--- src/rtl/rtsf_pkg.sv ---
// Package: shared widths and status-word bit positions.
// Assumes a 16-bit status word with the address in the top five bits.
package rtsf_pkg;
    localparam int ADDR_W     = 5;
    localparam int FIELD_W    = 5;
    localparam int WORD_W     = 16;
    localparam int BIT_ME     = 10;
    localparam int BIT_SRQ    = 8;
    localparam int BIT_DBCA   = 1;
    localparam int BIT_TFLAG  = 0;
    localparam int ADDR_LSB   = WORD_W - ADDR_W;
endpackage

--- src/rtl/rtsf_cmd_capture.sv ---
// Module: detects the start of a command and captures the illegal marker.
// Assumes in_cmd is synchronous to clk; the marker is active low.
module rtsf_cmd_capture (
    input  logic clk,
    input  logic rst_n,
    input  logic in_cmd,
    input  logic illegal_n,
    output logic cmd_start,
    output logic cmd_active,
    output logic cmd_illegal
);
    logic in_cmd_q;

    assign cmd_start  = in_cmd & ~in_cmd_q;
    assign cmd_active = in_cmd & in_cmd_q;

    // Track previous in_cmd and capture illegal marker on its rise.
    always_ff @(posedge clk) begin
        if (!rst_n) begin
            in_cmd_q    <= 1'b0;
            cmd_illegal <= 1'b0;
        end else begin
            in_cmd_q <= in_cmd;
            if (cmd_start)
                cmd_illegal <= ~illegal_n;
        end
    end

    p_me_capture_r3: assert property (@(posedge clk) disable iff (!rst_n)
        (in_cmd && !in_cmd_q) |=> (cmd_illegal == !$past(illegal_n)));
    p_me_hold_r3: assert property (@(posedge clk) disable iff (!rst_n)
        !(in_cmd && !in_cmd_q) |=> $stable(cmd_illegal));
endmodule

--- src/rtl/rtsf_dbc_accept.sv ---
// Module: evaluates dynamic-bus-control acceptance at mode-command validation.
// Assumes cmd fields are stable while mode_cmd_valid pulses.
module rtsf_dbc_accept #(
    parameter int FIELD_W  = 5,
    parameter logic [FIELD_W-1:0] DBC_CODE = '0
) (
    input  logic               clk,
    input  logic               rst_n,
    input  logic               cmd_start,
    input  logic               cmd_active,
    input  logic               cmd_illegal,
    input  logic               mode_cmd_valid,
    input  logic [FIELD_W-1:0] cmd_subaddr,
    input  logic [FIELD_W-1:0] cmd_mode_code,
    input  logic               dbc_accept_n,
    output logic               dbca
);
    logic is_mode_sa;
    logic grant;

    assign is_mode_sa = (cmd_subaddr == '0) || (cmd_subaddr == '1);
    assign grant = mode_cmd_valid && cmd_active && is_mode_sa &&
                   (cmd_mode_code == DBC_CODE) && !cmd_illegal && !dbc_accept_n;

    // Clear on new command, set on a qualifying validation.
    always_ff @(posedge clk) begin
        if (!rst_n)
            dbca <= 1'b0;
        else if (cmd_start)
            dbca <= 1'b0;
        else if (grant)
            dbca <= 1'b1;
    end

    p_dbca_clear_r6: assert property (@(posedge clk) disable iff (!rst_n)
        cmd_start |=> !dbca);
    p_dbca_cause_r5: assert property (@(posedge clk) disable iff (!rst_n)
        (!dbca ##1 dbca) |-> ($past(mode_cmd_valid) && !$past(dbc_accept_n)));
endmodule

--- src/rtl/rtsf_fail_latch.sv ---
// Module: latches terminal failure from self-test or watchdog faults.
// Assumes status_update marks the start of status transmission.
module rtsf_fail_latch (
    input  logic clk,
    input  logic rst_n,
    input  logic status_update,
    input  logic selftest_fail,
    input  logic wdog_timeout,
    output logic tflag
);
    logic fault;

    assign fault = selftest_fail | wdog_timeout;

    // Re-arm at status transmission, otherwise accumulate faults.
    always_ff @(posedge clk) begin
        if (!rst_n)
            tflag <= 1'b0;
        else if (status_update)
            tflag <= fault;
        else if (fault)
            tflag <= 1'b1;
    end

    p_fail_set_r7: assert property (@(posedge clk) disable iff (!rst_n)
        (selftest_fail || wdog_timeout) |=> tflag);
    p_fail_clear_r8: assert property (@(posedge clk) disable iff (!rst_n)
        (status_update && !selftest_fail && !wdog_timeout) |=> !tflag);
endmodule

--- src/rtl/rt_status_flags.sv ---
// Module: top of the status flag logic; samples service request and
// assembles the status word from the address and the event-driven flags.
// Assumes all inputs are synchronous to clk.
module rt_status_flags
    import rtsf_pkg::*;
#(
    parameter logic [FIELD_W-1:0] DBC_CODE = '0
) (
    input  logic               clk,
    input  logic               rst_n,
    input  logic [ADDR_W-1:0]  rt_addr,
    input  logic               status_update,
    input  logic               svc_req_n,
    input  logic               in_cmd,
    input  logic               illegal_n,
    input  logic               mode_cmd_valid,
    input  logic [FIELD_W-1:0] cmd_subaddr,
    input  logic [FIELD_W-1:0] cmd_mode_code,
    input  logic               dbc_accept_n,
    input  logic               selftest_fail,
    input  logic               wdog_timeout,
    output logic [WORD_W-1:0]  status_word,
    output logic               cmd_illegal,
    output logic               rt_fail_n
);
    logic srq, dbca, tflag, cmd_start, cmd_active;

    rtsf_cmd_capture u_cmd (
        .clk(clk), .rst_n(rst_n), .in_cmd(in_cmd), .illegal_n(illegal_n),
        .cmd_start(cmd_start), .cmd_active(cmd_active), .cmd_illegal(cmd_illegal)
    );

    rtsf_dbc_accept #(.FIELD_W(FIELD_W), .DBC_CODE(DBC_CODE)) u_dbc (
        .clk(clk), .rst_n(rst_n), .cmd_start(cmd_start), .cmd_active(cmd_active),
        .cmd_illegal(cmd_illegal), .mode_cmd_valid(mode_cmd_valid),
        .cmd_subaddr(cmd_subaddr), .cmd_mode_code(cmd_mode_code),
        .dbc_accept_n(dbc_accept_n), .dbca(dbca)
    );

    rtsf_fail_latch u_fail (
        .clk(clk), .rst_n(rst_n), .status_update(status_update),
        .selftest_fail(selftest_fail), .wdog_timeout(wdog_timeout), .tflag(tflag)
    );

    // Sample the service request when the status word is refreshed.
    always_ff @(posedge clk) begin
        if (!rst_n)
            srq <= 1'b0;
        else if (status_update)
            srq <= ~svc_req_n;
    end

    // Assemble the status word from address and flags.
    always_comb begin
        status_word = '0;
        status_word[WORD_W-1:ADDR_LSB] = rt_addr;
        status_word[BIT_ME]    = cmd_illegal;
        status_word[BIT_SRQ]   = srq;
        status_word[BIT_DBCA]  = dbca;
        status_word[BIT_TFLAG] = tflag;
    end

    assign rt_fail_n = ~tflag;

    p_srq_sample_r2: assert property (@(posedge clk) disable iff (!rst_n)
        status_update |=> (srq == !$past(svc_req_n)));
    p_srq_hold_r2: assert property (@(posedge clk) disable iff (!rst_n)
        !status_update |=> $stable(srq));
endmodule

--- config.mk ---
export PLATFORM = sky130hd
export DESIGN_NAME = rt_status_flags
export DESIGN_NICKNAME = d
export VERILOG_FILES = /design/src/rtl/rtsf_pkg.sv /design/src/rtl/rtsf_cmd_capture.sv /design/src/rtl/rtsf_dbc_accept.sv /design/src/rtl/rtsf_fail_latch.sv /design/src/rtl/rt_status_flags.sv
export SDC_FILE = /design/constraint.sdc
export NUM_CORES = 1
export LEC_CHECK = 0
export BUFFER_PORTS_ARGS = -buffer_cell sky130_fd_sc_hd__buf_2
export CORE_AREA = 2 2 39 41
export CTS_BUF_LIST = sky130_fd_sc_hd__clkbuf_2
export CTS_CLUSTER_SIZE = 25
export DETAILED_ROUTE_END_ITERATION = 12
export DIE_AREA = 0 0 41 43
export GPL_TIMING_DRIVEN = 0
export PLACE_DENSITY = 0.8
export SLEW_MARGIN = 20
export SYNTH_ARGS = -nofsm -noshare
export SYNTH_HDL_FRONTEND = slang
export SYNTH_SLANG_ARGS = --single-unit
--- constraint.sdc ---
create_clock -name clk -period 0.86 [get_ports clk]
set_clock_uncertainty 0.15 [all_clocks]
set_input_delay 0.043 -clock clk [delete_from_list [all_inputs] [get_ports clk]]
set_output_delay 0.043 -clock clk [all_outputs]
set_load 0.01 [all_outputs]
Word-level counts from Yosys, hierarchy flattened
Cells that the tools add are included.
{"block": "word_totals", "ram_bits": 0, "input_bits": 25, "out_inout_bits": 18, "rom_bits": 0, "elab_cells": 28, "latch_bits": 0, "n_memories": 0, "reg_bits": 5}
{"block": "op_classes", "n_mul": 0, "bitwise_logic": 8, "n_lt_le_gt_ge": 0, "n_reduce_logical": 12, "n_eq_ne": 1, "div": 0, "shifts": 0, "mux": 2, "addsub": 0}
{"cell": "5-bit zero test", "n": 2}
{"cell": "5-bit equality test, second input constant", "n": 1}
{"cell": "1-bit logical AND", "n": 5}
{"cell": "1-bit inverter", "n": 5}
{"cell": "1-bit bitwise AND", "n": 2}
{"cell": "1-bit zero test", "n": 2}
{"cell": "1-bit two-way mux", "n": 2}
{"cell": "2-bit nonzero test", "n": 1}
{"cell": "2-bit OR reduction", "n": 1}
{"cell": "1-bit logical OR", "n": 1}
{"cell": "1-bit OR", "n": 1}

Longest topological paths before layout
{"block": "depth", "ltp_word": 6, "depth_mapped": 3, "mapped_depth_nobuf": 3}

Cells and area by module
From an unflattened synthesis, not the netlist that was laid out.
{"block": "hier_totals", "hier_cells": 42, "hier_area_um2": 375.4}
{"module": "rt_status_flags", "seq_area_each_um2": 20.0, "area_per_inst_um2": 161.4, "cells_per_inst": 21, "instances": 1}
{"module": "rtsf_dbc_accept", "seq_area_each_um2": 20.0, "area_per_inst_um2": 92.6, "cells_per_inst": 11, "instances": 1}
{"module": "rtsf_cmd_capture", "seq_area_each_um2": 40.0, "area_per_inst_um2": 86.3, "cells_per_inst": 7, "instances": 1}
{"module": "rtsf_fail_latch", "seq_area_each_um2": 20.0, "area_per_inst_um2": 35.0, "cells_per_inst": 3, "instances": 1}

Least setup slack after synthesis
No wires, ideal clock.
{"block": "synth_path", "path_kind": "flip-flop to flip-flop", "startpoint": "register u_cmd.cmd_illegal", "endpoint": "register u_dbc.dbca", "required_time_ns": 0.635, "n_path_buf": 0, "path_slack_ns": -0.150, "stages_incl_launch_ff": 4, "arrival_ns": 0.785, "synth_period_minus_slack_ns": 1.010, "setup_time_ns": 0.075, "cell_sequence": "dfxtp_1 and4b_1 nand4_1 o22ai_1"}
{"block": "synth_via", "elab_chain_cells": 3}
{"item": "from (decl)", "line": "rtsf_cmd_capture.sv:10", "source": "output logic cmd_illegal"}
{"item": "from (signal assigned)", "line": "rtsf_cmd_capture.sv:25", "source": "cmd_illegal <= ~illegal_n;"}
{"item": "1-bit zero test", "line": "rtsf_dbc_accept.sv:23", "source": "(cmd_mode_code == DBC_CODE) && !cmd_illegal && !dbc_accept_n;"}
{"item": "1-bit logical AND (2 in series)", "line": "rtsf_dbc_accept.sv:23"}
{"item": "to (signal assigned)", "line": "rtsf_dbc_accept.sv:28", "source": "dbca <= 1'b0;"}
{"item": "to (signal assigned)", "line": "rtsf_dbc_accept.sv:30", "source": "dbca <= 1'b0;"}
{"item": "to (signal assigned)", "line": "rtsf_dbc_accept.sv:32", "source": "dbca <= 1'b1;"}
{"item": "to (decl)", "line": "rtsf_dbc_accept.sv:16", "source": "output logic dbca"}
Every way passes these cells.
A chain may end at the register's enable or synchronous reset.

Final worst setup path
Same ends and word-level chain as after synthesis.

==> qor.yml <==
overflow: 0
synth_area_leader_cell: "buf_4"
hp-class: "in2reg"
period_needed_ns: 0.9969
netlist.area_leader.share_pct: 33.45
track_usage_pct: 10.62
ys_ff_latch: 5
synth_compound_area_share_pct: 10.10
final.setup.worst_slack_ns: -0.1369
synth_top_family_by_area: "buffers and inverters"
synth_xor_area_share_pct: 0
synthCells: 40
ctsHoldBuffers: 2
yosysSeqAreaShare_pct: 27.87
drive_gt1_share_pct: 72.50
gp_congestion: 0.6384
synthSimpleGateAreaFrac_pct: 23.69
drv_cap: 0
p_per_area_mw_per_mm2: 1105
tns_ns: -0.5558
h-tree-depth: 1
max_freq_mhz: 1003
cp.required_ns: 0.85
grt_pass1_wl_mm: 1.221
clkSinkCount: 5
cp-end-kind: "flop"
crit_fanout: 4
synthMuxAreaShare_pct: 2.787
numCtsBuffers: 3
initial_utilization_pct: 25.95
synthTopCellsByArea: "buf_4, dfxtp_1, nor4_4"
antennaDiodeCount: 0
die_h_um: 43
syn_to_final_growth_pct: 73.52
antenna_found_initial: 0
drc_errors: 0
cts_tree: "yes"
drv_slew: 0
place_worst_setup_slack_ns: -0.1445
avgRoutedWirePerCell_um: 8.104
dieArea_mm2: 0.001763
worstSetupPathType: "reg2reg"
ant_nets: 0
syn_avg_cell_area_um2: 8.977
critPathArrivalTime_ns: 0.98
final_area_um2: 623.1
postCtsSetupBuffers: 0
layout_commonest_cell: "buf_2"
portBuffers: 30
dr.pass1.iters: 1
synth_fa_ha_area_share_pct: 0
irDropWorstVdd_v: 0.0004654
hold_ws_ns: -0.09692
fin_util_pct: 45.03
io_pins: 43
core-area_mm2: 0.001384
yosys_warnings: 0
final_net_count: 106
dieWidth_um: 41
cts_root_buf: "clkbuf_2"
cts_buffer_depth: 2
violations: "negative hold slack, negative setup slack"
synth_cell_types: 17
routed_wl_um: 778
leakage_nw: 0.3601
fin_crit_sh_pct: 115.9
vias: 371
path_clk_slew_ns: 0.06
status: "complete, but fails checks"
drt_iter0_drc: 0
syn_area_um2: 359.1
rsz0062_at_grt: "true"
final_cell_mix: "buf_2, buf_4, conb_1"
startpoint_type: "flop"
grt_max_degree: 7
row_count: 14
insertion_delay_ns: 0.21
placed_area_um2: 555.5
vias_per_cell: 3.865
first_global_vias: 346
setup_viol: 8
finalHoldViolCount: 5
==> worst max-delay path, stage by stage, from the launching register on <==
cell and delay [ns]:
dfxtp_2 0.32, and4b_1 0.23, nand4_1 0.07, o22ai_1 0.15
==> cells in the mapped netlist <==
cell type and instances:
and2_2 1, and4_1 1, and4b_1 1, buf_4 16, conb_1 1, dfxtp_1 5
inv_1 1, mux2i_1 1, nand2_1 3, nand4_1 1, nor2_1 2, nor2b_1 1
nor4_1 1, nor4_4 1, o211a_1 2, o22ai_1 1, o31a_2 1
==> worst paths after layout <==
| check | depth (start not counted) | slack (ns) | startpoint | to |
|---|---|---|---|---|
| min reg2reg | 2 | 0.32 | u_dbc.dbca | u_dbc.dbca |
| max | 3 | -0.14 | u_cmd.cmd_illegal | u_dbc.dbca |
| min | 2 | -0.1 | selftest_fail | u_fail.tflag |
| max reg2reg | 3 | -0.14 | u_cmd.cmd_illegal | u_dbc.dbca |
==> sequential cells by signal (all words and copies together), names as in the netlist <==
name and cells:
u_dbc.dbca 1, u_cmd.in_cmd_q 1, srq 1, u_fail.tflag 1, u_cmd.cmd_illegal 1
==> cells by family after synthesis <==
logic type / after synthesis
buffers and inverters: 17
AND/OR/NAND/NOR: 12
flip-flops: 5
AO/OA/AOI/OAI: 4
multiplexers: 1
other: 1
==> metal layers <==
| layer | global-route usage (%) | up-vias | wire [µm] |
|---|---|---|---|
| li1 | - | 195 | - |
| met1 | 9.585 | 155 | 249 |
| met2 | 18.13 | 21 | 426 |
| met3 | 4.712 | 0 | 103 |
| met4 | 6.000 | 0 | 0 |
| met5 | 0 | - | 0 |
==> where the power goes <==
group / internal (mW) / switching [mW] / total [mW]
clock: 0.123 / 0.0895 / 0.213
combinational: 0.135 / 0.0832 / 0.218
sequential: 0.248 / 0.0101 / 0.258
==> final cells by class <==
type / instances / area, µm²
Buffer: 15 / 116.4
Clock buffer: 4 / 20.02
Fill cell: 142 / 760.7
Inverter: 1 / 3.754
Multi-Input combinational cell: 24 / 167.7
Sequential cell: 5 / 105.1
Tap cell: 16 / 20.02
Timing Repair Buffer: 31 / 190.2
==> timing repair <==
item | CTS | global route
setup endpoints to repair | 9 | 10
endpoints found under the hold margin | 5 | 5
resized for setup | 7 | 3
pin swaps | 1 | 1
==> through the flow <==
stage / power (mW) / std cells / hold slack, ns
global route: 0.7439 / 96 / -0.1151
detailed placement: 0.4535 / 92 / 0.1203
CTS: 0.7019 / 97 / -0.1118
floorplan: 0.3693 / 46 / 0.01895
finish: 0.6886 / 96 / -0.09692
global placement: 0.4502 / 92 / 0.1207
(Power assumes the default switching activity.)
